`config.mk`:
```
export PLATFORM = sky130hd
export DESIGN_NAME = nis_switch
export DESIGN_NICKNAME = d
export VERILOG_FILES = /design/src/rtl/nis_pkg.sv /design/src/rtl/nis_route_table.sv /design/src/rtl/nis_tx_mux.sv /design/src/rtl/nis_rx_demux.sv /design/src/rtl/nis_switch.sv
export SDC_FILE = /design/constraint.sdc
export NUM_CORES = 1
export LEC_CHECK = 0
export ABC_AREA = 1
export BUFFER_PORTS_ARGS = -buffer_cell sky130_fd_sc_hd__buf_2
export CORE_MARGIN = 4
export CORE_UTILIZATION = 43
export DETAILED_ROUTE_END_ITERATION = 16
export GPL_TIMING_DRIVEN = 0
export MAX_ROUTING_LAYER = met4
export PLACE_DENSITY = 0.77
export SYNTH_ARGS = -nofsm -noshare
export SYNTH_HDL_FRONTEND = slang
export SYNTH_SLANG_ARGS = --single-unit
```
`constraint.sdc`:
```
create_clock -name clk_i -period 1.65 [get_ports clk_i]
set_input_delay 0.165 -clock clk_i [delete_from_list [all_inputs] [get_ports clk_i]]
set_output_delay 0.165 -clock clk_i [all_outputs]
set_load 0.05 [all_outputs]
```
`src/rtl/nis_pkg.sv`:
```
package nis_pkg;
  typedef enum logic [1:0] {TX_IDLE, TX_SEND, TX_DROP} tx_state_e;
  typedef enum logic [1:0] {RX_IDLE, RX_HDR, RX_PAY} rx_state_e;
endpackage

```
`src/rtl/nis_route_table.sv`:
```
module nis_route_table #(
  parameter int N_CH   = 4,
  parameter int RANK_W = 4,
  parameter int CH_W   = $clog2(N_CH),
  parameter int AW     = RANK_W + 1
) (
  input  logic              clk_i,
  input  logic              rst_ni,
  input  logic              we_i,
  input  logic [AW-1:0]     addr_i,
  input  logic [CH_W:0]     wdata_i,
  input  logic [RANK_W-1:0] tx_rank_i,
  output logic              tx_vld_o,
  output logic [CH_W-1:0]   tx_ch_o,
  input  logic [RANK_W-1:0] rx_rank_i,
  output logic              rx_vld_o,
  output logic [CH_W-1:0]   rx_ch_o
);
  localparam int WORDS = 2 << RANK_W;

  logic [CH_W:0] ent_q [WORDS];
  logic [CH_W:0] tx_ent, rx_ent;
  logic [AW-1:0] tx_idx, rx_idx;

  always_ff @(posedge clk_i or negedge rst_ni) begin
    if (!rst_ni) begin
      for (int i = 0; i < WORDS; i++) ent_q[i] <= '0;
    end else if (we_i) begin
      ent_q[addr_i] <= wdata_i;
    end
  end

  // highest rank at lowest address: index = 2*(max-rank) + word
  assign tx_idx = {~tx_rank_i, 1'b0};
  assign rx_idx = {~rx_rank_i, 1'b1};
  assign tx_ent = ent_q[tx_idx];
  assign rx_ent = ent_q[rx_idx];

  assign tx_ch_o  = tx_ent[CH_W-1:0];
  assign rx_ch_o  = rx_ent[CH_W-1:0];
  assign tx_vld_o = tx_ent[CH_W] && (int'(tx_ent[CH_W-1:0]) < N_CH);
  assign rx_vld_o = rx_ent[CH_W] && (int'(rx_ent[CH_W-1:0]) < N_CH);
endmodule

```
`src/rtl/nis_tx_mux.sv`:
```
module nis_tx_mux
  import nis_pkg::*;
#(
  parameter int N_CH   = 4,
  parameter int RANK_W = 4,
  parameter int LEN_W  = 8,
  parameter int DATA_W = 32,
  parameter int CH_W   = $clog2(N_CH)
) (
  input  logic                   clk_i,
  input  logic                   rst_ni,
  input  logic                   node_valid_i,
  output logic                   node_ready_o,
  input  logic [DATA_W-1:0]      node_data_i,
  output logic [N_CH-1:0]        net_valid_o,
  input  logic [N_CH-1:0]        net_ready_i,
  output logic [N_CH*DATA_W-1:0] net_data_o,
  output logic [RANK_W-1:0]      lookup_rank_o,
  input  logic                   map_vld_i,
  input  logic [CH_W-1:0]        map_ch_i,
  output logic                   err_o,
  output logic                   active_o,
  output logic [CH_W-1:0]        ch_o
);
  tx_state_e        state_q;
  logic [LEN_W-1:0] rem_q;
  logic [CH_W-1:0]  ch_q;
  logic             err_q;
  logic             fwd;
  logic [CH_W-1:0]  sel;
  logic             fire;
  logic [LEN_W-1:0] hdr_len;

  assign hdr_len       = node_data_i[LEN_W-1:0];
  assign lookup_rank_o = node_data_i[LEN_W +: RANK_W];

  always_comb begin
    fwd = 1'b0;
    sel = ch_q;
    unique case (state_q)
      TX_IDLE: begin fwd = map_vld_i; sel = map_ch_i; end
      TX_SEND: fwd = 1'b1;
      default: fwd = 1'b0;
    endcase
  end

  assign node_ready_o = fwd ? net_ready_i[sel] : 1'b1;
  assign fire         = node_valid_i && node_ready_o;

  for (genvar k = 0; k < N_CH; k++) begin : g_ch
    assign net_valid_o[k]                  = node_valid_i && fwd && (sel == CH_W'(k));
    assign net_data_o[k*DATA_W +: DATA_W]  = node_data_i;
  end

  always_ff @(posedge clk_i or negedge rst_ni) begin
    if (!rst_ni) begin
      state_q <= TX_IDLE;
      rem_q   <= '0;
      ch_q    <= '0;
      err_q   <= 1'b0;
    end else if (fire) begin
      unique case (state_q)
        TX_IDLE: begin
          ch_q <= map_ch_i;
          if (!map_vld_i) err_q <= 1'b1;
          if (hdr_len != '0) begin
            rem_q   <= hdr_len;
            state_q <= map_vld_i ? TX_SEND : TX_DROP;
          end
        end
        default: begin
          rem_q <= rem_q - LEN_W'(1);
          if (rem_q == LEN_W'(1)) state_q <= TX_IDLE;
        end
      endcase
    end
  end

  assign err_o    = err_q;
  assign active_o = (state_q != TX_IDLE);
  assign ch_o     = ch_q;
endmodule

```
`src/rtl/nis_rx_demux.sv`:
```
module nis_rx_demux
  import nis_pkg::*;
#(
  parameter int N_CH   = 4,
  parameter int LEN_W  = 8,
  parameter int DATA_W = 32,
  parameter int CH_W   = $clog2(N_CH)
) (
  input  logic                   clk_i,
  input  logic                   rst_ni,
  input  logic                   req_valid_i,
  output logic                   req_ready_o,
  input  logic                   map_vld_i,
  input  logic [CH_W-1:0]        map_ch_i,
  input  logic [N_CH-1:0]        net_valid_i,
  output logic [N_CH-1:0]        net_ready_o,
  input  logic [N_CH*DATA_W-1:0] net_data_i,
  output logic                   node_valid_o,
  input  logic                   node_ready_i,
  output logic [DATA_W-1:0]      node_data_o,
  output logic                   active_o,
  output logic [CH_W-1:0]        ch_o
);
  rx_state_e        state_q;
  logic [LEN_W-1:0] rem_q;
  logic [CH_W-1:0]  ch_q;
  logic [DATA_W-1:0] ch_data [N_CH];
  logic             busy, fire;

  assign busy = (state_q != RX_IDLE);

  for (genvar k = 0; k < N_CH; k++) begin : g_ch
    assign ch_data[k]     = net_data_i[k*DATA_W +: DATA_W];
    assign net_ready_o[k] = busy && (ch_q == CH_W'(k)) && node_ready_i;
  end

  assign req_ready_o  = !busy && map_vld_i;
  assign node_valid_o = busy && net_valid_i[ch_q];
  assign node_data_o  = ch_data[ch_q];
  assign fire         = node_valid_o && node_ready_i;

  always_ff @(posedge clk_i or negedge rst_ni) begin
    if (!rst_ni) begin
      state_q <= RX_IDLE;
      rem_q   <= '0;
      ch_q    <= '0;
    end else begin
      unique case (state_q)
        RX_IDLE: if (req_valid_i && req_ready_o) begin
          ch_q    <= map_ch_i;
          state_q <= RX_HDR;
        end
        RX_HDR: if (fire) begin
          rem_q   <= node_data_o[LEN_W-1:0];
          state_q <= (node_data_o[LEN_W-1:0] == '0) ? RX_IDLE : RX_PAY;
        end
        default: if (fire) begin
          rem_q <= rem_q - LEN_W'(1);
          if (rem_q == LEN_W'(1)) state_q <= RX_IDLE;
        end
      endcase
    end
  end

  assign active_o = busy;
  assign ch_o     = ch_q;
endmodule

```
`src/rtl/nis_switch.sv`:
```
module nis_switch #(
  parameter int N_CH   = 4,
  parameter int RANK_W = 4,
  parameter int LEN_W  = 8,
  parameter int DATA_W = 32,
  parameter int CH_W   = $clog2(N_CH),
  parameter int AW     = RANK_W + 1
) (
  input  logic                   clk_i,
  input  logic                   rst_ni,
  input  logic                   cfg_we_i,
  input  logic [AW-1:0]          cfg_addr_i,
  input  logic [CH_W:0]          cfg_wdata_i,
  input  logic                   node_tx_valid_i,
  output logic                   node_tx_ready_o,
  input  logic [DATA_W-1:0]      node_tx_data_i,
  output logic                   node_rx_valid_o,
  input  logic                   node_rx_ready_i,
  output logic [DATA_W-1:0]      node_rx_data_o,
  input  logic                   rx_req_valid_i,
  output logic                   rx_req_ready_o,
  input  logic [RANK_W-1:0]      rx_req_rank_i,
  output logic [N_CH-1:0]        net_tx_valid_o,
  input  logic [N_CH-1:0]        net_tx_ready_i,
  output logic [N_CH*DATA_W-1:0] net_tx_data_o,
  input  logic [N_CH-1:0]        net_rx_valid_i,
  output logic [N_CH-1:0]        net_rx_ready_o,
  input  logic [N_CH*DATA_W-1:0] net_rx_data_i,
  output logic                   route_err_o
);
  logic [RANK_W-1:0] tx_rank;
  logic              tx_map_vld, rx_map_vld;
  logic [CH_W-1:0]   tx_map_ch, rx_map_ch;
  logic              tx_active, rx_active;
  logic [CH_W-1:0]   tx_ch, rx_ch;

  nis_route_table #(.N_CH(N_CH), .RANK_W(RANK_W), .CH_W(CH_W), .AW(AW)) u_table (
    .clk_i     (clk_i),
    .rst_ni    (rst_ni),
    .we_i      (cfg_we_i),
    .addr_i    (cfg_addr_i),
    .wdata_i   (cfg_wdata_i),
    .tx_rank_i (tx_rank),
    .tx_vld_o  (tx_map_vld),
    .tx_ch_o   (tx_map_ch),
    .rx_rank_i (rx_req_rank_i),
    .rx_vld_o  (rx_map_vld),
    .rx_ch_o   (rx_map_ch)
  );

  nis_tx_mux #(.N_CH(N_CH), .RANK_W(RANK_W), .LEN_W(LEN_W), .DATA_W(DATA_W), .CH_W(CH_W)) u_tx (
    .clk_i         (clk_i),
    .rst_ni        (rst_ni),
    .node_valid_i  (node_tx_valid_i),
    .node_ready_o  (node_tx_ready_o),
    .node_data_i   (node_tx_data_i),
    .net_valid_o   (net_tx_valid_o),
    .net_ready_i   (net_tx_ready_i),
    .net_data_o    (net_tx_data_o),
    .lookup_rank_o (tx_rank),
    .map_vld_i     (tx_map_vld),
    .map_ch_i      (tx_map_ch),
    .err_o         (route_err_o),
    .active_o      (tx_active),
    .ch_o          (tx_ch)
  );

  nis_rx_demux #(.N_CH(N_CH), .LEN_W(LEN_W), .DATA_W(DATA_W), .CH_W(CH_W)) u_rx (
    .clk_i        (clk_i),
    .rst_ni       (rst_ni),
    .req_valid_i  (rx_req_valid_i),
    .req_ready_o  (rx_req_ready_o),
    .map_vld_i    (rx_map_vld),
    .map_ch_i     (rx_map_ch),
    .net_valid_i  (net_rx_valid_i),
    .net_ready_o  (net_rx_ready_o),
    .net_data_i   (net_rx_data_i),
    .node_valid_o (node_rx_valid_o),
    .node_ready_i (node_rx_ready_i),
    .node_data_o  (node_rx_data_o),
    .active_o     (rx_active),
    .ch_o         (rx_ch)
  );
endmodule

```
==> impl_metrics.ini, run 1 <==
[power_and_ir_drop]
p_switching_uw = 10300
comb_power_share_pct = 63.1
pwr-share-clk_pct = 17.5
irDropWorstVdd_uv = 1710
seqPwrFrac_pct = 19.4
swShare_pct = 46.1
total_power_uw = 22300
p_leak_uw = 0.00642
powerDensity_nw_per_um2 = 1750
cell_internal_pwr_uw = 12000

[layout]
layout-drive-gt1-share_pct = 52.5
nets = 1664
area_delta_synth_final_pct = 63.6
finalInstanceArea_um2 = 12700

[die]
initial_utilization_pct = 44.4
fp.dieH_um = 143
core_area_um2 = 17500
die_w_um = 143
die-area_um2 = 20300
row_count = 48
io_pins = 358

[sta]
rsz0062_at_grt = true
fin_crit_sh_pct = 134
setup_violations = 64
hold_violations = 0
tns_ns = -23.37
max_freq_mhz = 453
setup_ws_ns = -0.558
worst_pin_slew_ns = 1.05
final_max_slew_viol_count = 0
slew_headroom_pct = 29.6
finClkSkew_ns = 0.00787
whs_ns = 0.0212
min_period_ns = 2.21

[drt]
drt_iter0_drc = 884
drc = 0
ant_nets = 0
first_pass_iters = 5
wl_per_cell_um = 19.7
via_count = 9228
vias_per_cell = 5.39
drt-total-wl_um = 33800

[synthesis]
yosys_warnings = 0
synth.distinct_cells = 39
syn-num-nets = 1232
ys_ff_latch = 121
synthTopCellsByCount = nand2_1, o21ai_0, buf_4
synth_top_area_share_pct = 38.9
synth_area_per_cell_um2 = 7.47
ys_top_cells_by_area = dfrtp_1, nand2_1, buf_4
yosys.area.top_type = dfrtp_1
syn-instance-count = 1042
synth_area_um2 = 7780
synth_edf_count = 0
yosysSeqAreaShare_pct = 38.9
yosysMostFrequentCell = nand2_1
synthArstFlopShare_pct = 100
synth-main-ff-cell = dfrtp_1

[worst_hold_path]
hp-start = cfg_wdata_i[2]
min_path_type = input pin to flip-flop

[critical_path]
crit_path_start_kind = flip-flop
critPathRequiredTime_ns = 1.48
cpMostUsedCell = buf_6
crit_family = buffers and inverters
crit_type = flip-flop to output port
crit_slowest_cell = dfrtp_2
critPathArrivalTime_ns = 2.04
critical_path.max_fanout = 6
r2r_start = u_rx.ch_o[1]
crit_buf_inv = 6
end_kind = output port
r2r_slack_ns = -0.46
cp_slowest_stage_delay_ns = 0.44
startpoint = u_rx.ch_o[1]
crit_chain = buf_6 > nand2_4 > inv_6 > clkbuf_16 > buf_12 > buf_16 > a22oi_2 > nand2_2 > buf_6

[clock_network]
cts_root_buffer = clkbuf_16
numCtsBuffers = 17
numClockSinks = 121
ctsHtreeMaxLevel = 4
clockBufferDepth = 2
clk_latency_ns = 0.42
cts_tree = yes
cts.clk_slew.worst_paths_ns = 0.06

[place]
dp_slack_ns = -0.739
routabilityCongestion = 1.02
post_dp_cell_area_um2 = 10000
port-buffer-count = 336
hpwl_um = 23100

[status]
status = finished, violations left
violations = negative setup slack

[global_routing]
grt_pass1_wl_um = 47400
grt_max_degree = 70
grt_pass1_vias = 8612
antenna_found_initial = 2
grt_usage_pct = 31.0
grt_overflow = 0

[run]
maxCapViolations = 0
==> metrics by stage <==
stage	cells	util, %
after global placement	1603	56.8
after detailed placement	1604	57.0
final	1713	72.6
after floorplan	1042	-
after global routing	1713	72.6
after CTS	1690	68.5
==> repair_timing <==
| item | in CTS | in global routing |
|---|---|---|
| hold buffers | 1 | 0 |
| setup buffers | 54 | 29 |
| gates cloned | 6 | 2 |
| pin swaps | 42 | 43 |
| setup endpoints to repair | 66 | 88 |
| resized for setup | 264 | 133 |
| hold endpoints to repair | 52 | 0 |
==> routing by layer <==
layer | share of wire (%) | wire length [um] | vias up | global-route usage, %
met4 | 2.8 | 946 | 0 | 9.25
met2 | 49 | 16700 | 490 | 49.7
met3 | 7.9 | 2670 | 100 | 8.13
met1 | 40 | 13500 | 4390 | 38.5
met5 | 0 | 0 | - | -
li1 | - | - | 4248 | -
==> state kept, by name (all words and copies together) (netlist names) <==
signal and cells:
u_rx.ch_o 2, u_rx.rem_q 8, u_rx.state_q 2, u_table.ent_q 96
u_tx.ch_o 2, u_tx.err_o 1, u_tx.rem_q 8, u_tx.state_q 2
==> placed cells by master, fill, tap and decap left out, types with 5 or more instances in the layout <==
cell,instances
nor3_1,12
nand2_2,46
nor2_1,59
o21ai_0,126
inv_4,5
nand4_1,10
nand3_4,7
a22oi_2,32
inv_6,5
inv_2,9
dfrtp_1,118
nand2_4,18
clkbuf_16,22
o21ai_1,12
buf_8,31
buf_6,52
a22oi_1,7
inv_1,33
nor2_4,10
clkbuf_1,13
nor3_4,5
buf_4,161
buf_12,13
buf_2,295
a21oi_1,6
o21ai_2,9
nand3_2,11
nand2_1,230
xor2_1,5
o221ai_1,6
o211ai_1,11
nand3_1,41
==> final timing paths <==
kind	end	cells past startpoint
setup / recovery	node_rx_data_o[23]	9
hold / removal	u_table.ent_q[26]	3
setup reg to reg	u_rx.state_q[1]	12
hold reg to reg	u_tx.err_o	2
max in group asynchronous	u_rx.ch_o[0]	3
min in group asynchronous	u_table.ent_q[77]	2
==> final cells by class <==
type                       instances  area [um^2]
antenna                            1         2.50
buffer                           164         1370
clock buffer                      20          457
clock inverter                    12          164
fill                            1299         4800
inverter                          51          234
multi-input combinational        706         4270
sequential                       121         3030
tap                              225          282
timing repair buffer             413         2930
==> tightest hold or removal path: cells and delay by family <==
family	cells	cell delay, ns
buffers and inverters	1	0.12
AND/OR/NAND/NOR	1	0.06
AO/OA/AOI/OAI	1	0.06
==> power by group through the flow <==
stage	combinational, uW	sequential [uW]	clock (uW)
after global routing	14700	4400	4090
after CTS	12100	4260	3940
final	14100	4330	3910
after floorplan	6570	4100	0
after detailed placement	8840	4240	0
after global placement	8700	4240	0
==> cell families after synthesis <==
kind of cell / synth area share [%]
adders and majority gates: 0.643
DFF: 38.9
and+or+nand+nor: 24.9
buffers and inverters: 17.6
xor gates and xnor gates: 0.563
AOI/OAI and AO/OA: 17.4
No activity file was read; power rests on OpenSTA's default activity.
==> inputs of run 2 (changes only) <==
Settings changed: CORE_MARGIN 4 to not set, CORE_UTILIZATION 43 to 44, SYNTH_HIERARCHICAL set to 1.
==> run 2 against run 1 <==
The run still ends with negative setup slack left; cell area increased by 7.1%; via count increased by 14%; sequential power decreased by 2%; global-route usage increased by 5.9 points; non-clock buffer count increased by 16; largest power group unchanged; highest routed layer unchanged.
==> impl_metrics.ini, run 2 <==
[layout]
area_delta_synth_final_pct = 60.6
top_register = u_table/ent_q
nets = 1864
mostFrequentLayoutCell = nand2_1
regArea_um2 = 3030
biggestRegsByFlops = u_table/ent_q x96, u_rx/rem_q x8, u_tx/rem_q x8
layout-drive-gt1-share_pct = 49.4
fillers = 1392
mostFrequentLayoutCells = nand2_1, buf_2, buf_4, dfrtp_1, inv_1
multi_input_area_um2 = 4770
largest_register_ff_count = 96

[clock_network]
numClockSinks = 121
clockBufferDepth = 2
cts_tree = yes
ctsHtreeMaxLevel = 4
cts.clk_slew.worst_paths_ns = 0.06
clk_latency_ns = 0.42
numCtsBuffers = 17
cts_root_buffer = clkbuf_16

[synthesis]
yosys.area.top_type = dfrtp_1
ys_ff_latch = 121
yosysSeqAreaShare_pct = 35.6
synthArstFlopShare_pct = 100
syn-instance-count = 1244
synth-main-ff-cell = dfrtp_1
syn-num-nets = 1434
yosysMostFrequentCell = nand2_1
synth_area_um2 = 8490
ys_top_cells_by_area = dfrtp_1, nand2_1, buf_4
synth_area_per_cell_um2 = 6.83
yosys_warnings = 6
synth_edf_count = 0
synth_top_area_share_pct = 35.6
synthTopCellsByCount = nand2_1, nand3_1, buf_4
synth.distinct_cells = 31

[critical_path]
rr_endpoint = u_rx/state_q[1]
r2r_slack_ns = -0.41
r2r_start = u_rx/ch_o[1]
end_kind = output port
crit_slowest_cell = dfrtp_2
critPathRequiredTime_ns = 1.48
crit_path_start_kind = flip-flop
critical_path.max_fanout = 5
crit_family = buffers and inverters
critPathArrivalTime_ns = 2.05
crit_buf_inv = 5
crit_chain = inv_4 > buf_12 > nand2_8 > inv_8 > buf_6 > a22oi_2 > nand3_2 > buf_6
startpoint = u_rx/ch_o[1]
r2r_cells = 13
cp_slowest_stage_delay_ns = 0.47
crit_type = flip-flop to output port
cpMostUsedCell = buf_6

[drt]
via_count = 10500
vias_per_cell = 5.41
first_pass_iters = 7
wl_per_cell_um = 19.9
drc = 0
ant_nets = 0
drt-total-wl_um = 38700
drt_iter0_drc = 1171

[sta]
rsz0062_at_grt = true
setup_violations = 64
finClkSkew_ns = 0.00860
fin_crit_sh_pct = 134
tns_ns = -20.87
max_freq_mhz = 451
min_period_ns = 2.22
final_max_slew_viol_count = 0
worst_pin_slew_ns = 0.741
hold_violations = 0
slew_headroom_pct = 50.4
setup_ws_ns = -0.567

[worst_hold_path]
min_to = u_tx/err_o
hold_depth = 3
hp-start = node_tx_valid_i
min_path_type = input pin to flip-flop

[place]
hpwl_um = 23400
dp_slack_ns = -0.546
port-buffer-count = 332
routabilityCongestion = 0.978

[power_and_ir_drop]
p_leak_uw = 0.00709
cell_internal_pwr_uw = 12500
total_power_uw = 24200
seqPwrFrac_pct = 17.6
irDropWorstVdd_uv = 833
p_switching_uw = 11700
swShare_pct = 48.3
comb_power_share_pct = 66.4
pwr-share-clk_pct = 16.0
powerDensity_nw_per_um2 = 1770

[die]
io_pins = 358
fp.dieH_um = 141
core_area_um2 = 18800
row_count = 50
die-area_um2 = 19900
initial_utilization_pct = 45.1
die_w_um = 141

[global_routing]
grt_overflow = 0
grt_pass1_wl_um = 53300
antenna_found_initial = 4
grt_max_degree = 74
grt_usage_pct = 36.8
grt_pass1_vias = 9535

[run]
maxCapViolations = 0

[status]
status = finished, violations left
violations = negative setup slack
[run 2: per-layer routing]
| layer | wire length [um] | vias up | global-route usage, % |
|---|---|---|---|
| li1 | - | 4739 | - |
| met1 | 14400 | 4865 | 44.8 |
| met2 | 17200 | 718 | 55.0 |
| met3 | 4580 | 226 | 12.9 |
| met4 | 2600 | 0 | 16.4 |
| met5 | 0 | - | - |
[run 2: metrics by stage]
| step | hold WS (ns) | cell area [um^2] | util [%] | cells |
|---|---|---|---|---|
| floorplan | -0.131 | 8810 | - | 1244 |
| global placement | 0.405 | 10800 | 57.3 | 1836 |
| detailed placement | 0.132 | 10800 | 57.5 | 1837 |
| CTS | 0.0862 | 12800 | 68.0 | 1923 |
| global route | 0.109 | 13600 | 72.4 | 1951 |
| finish | 0.103 | 13600 | 72.4 | 1951 |
[run 2: power by group through the flow]
stage | Sequential [uW] | Combinational (uW) | Clock [uW]
3_3_place_gp | 4210 | 9780 | 0
5_1_grt | 4330 | 16700 | 4060
6_report | 4260 | 16100 | 3870
4_1_cts | 4220 | 13500 | 3890
3_5_place_dp | 4230 | 9920 | 0
2_1_floorplan | 4100 | 7420 | 0
[run 2: final cells by class]
class / count / share of cell area, %
sequential: 121 / 22.2
timing repair buffer: 414 / 21.2
inverter: 134 / 3.95
clock buffer: 22 / 3.48
multi-input combinational: 807 / 35.0
antenna: 4 / 0.0734
buffer: 179 / 10.7
tap: 260 / 2.39
clock inverter: 10 / 1.04
[run 2: kinds of logic (layout without fill, tap and decap cells)]
group | Yosys count | count (layout) | synth area share [%]
other | 0 | 4 | 0
flip-flops | 121 | 121 | 35.6
XOR/XNOR | 1 | 1 | 0.103
AO/OA/AOI/OAI | 152 | 152 | 9.81
AND/OR/NAND/NOR | 650 | 650 | 33.3
buffers and inverters | 316 | 759 | 20.5
adder cells (fa/ha/maj) | 4 | 4 | 0.589
[run 2: what timing repair did]
action | CTS | global route
hold buffers | 4 | 0
setup buffers | 45 | 34
endpoints found under the setup margin | 58 | 62
gates cloned | 5 | 0
endpoints found under the hold margin | 54 | 0
pin swaps | 53 | 67
gates resized for setup | 262 | 167
[run 2: worst max path at each step]
| stage | endpoint | slack [ns] | depth (start not counted) |
|---|---|---|---|
| final | node_rx_data_o[21] | -0.57 | 8 |
| after global routing | node_tx_ready_o | -0.61 | 13 |
| after CTS | node_tx_ready_o | -0.48 | 14 |
| after detailed placement | node_tx_ready_o | -0.55 | 18 |
| after global placement | u_rx/ch_o[0] | -1.12 | 1 |
| after floorplan | net_tx_valid_o[0] | -0.22 | 12 |
[run 2: worst min-delay path: cells and delay by family]
kind | cells | cell delay, ns
AO/OA/AOI/OAI | 1 | 0.06
buffers and inverters | 1 | 0.16
AND/OR/NAND/NOR | 1 | 0.09
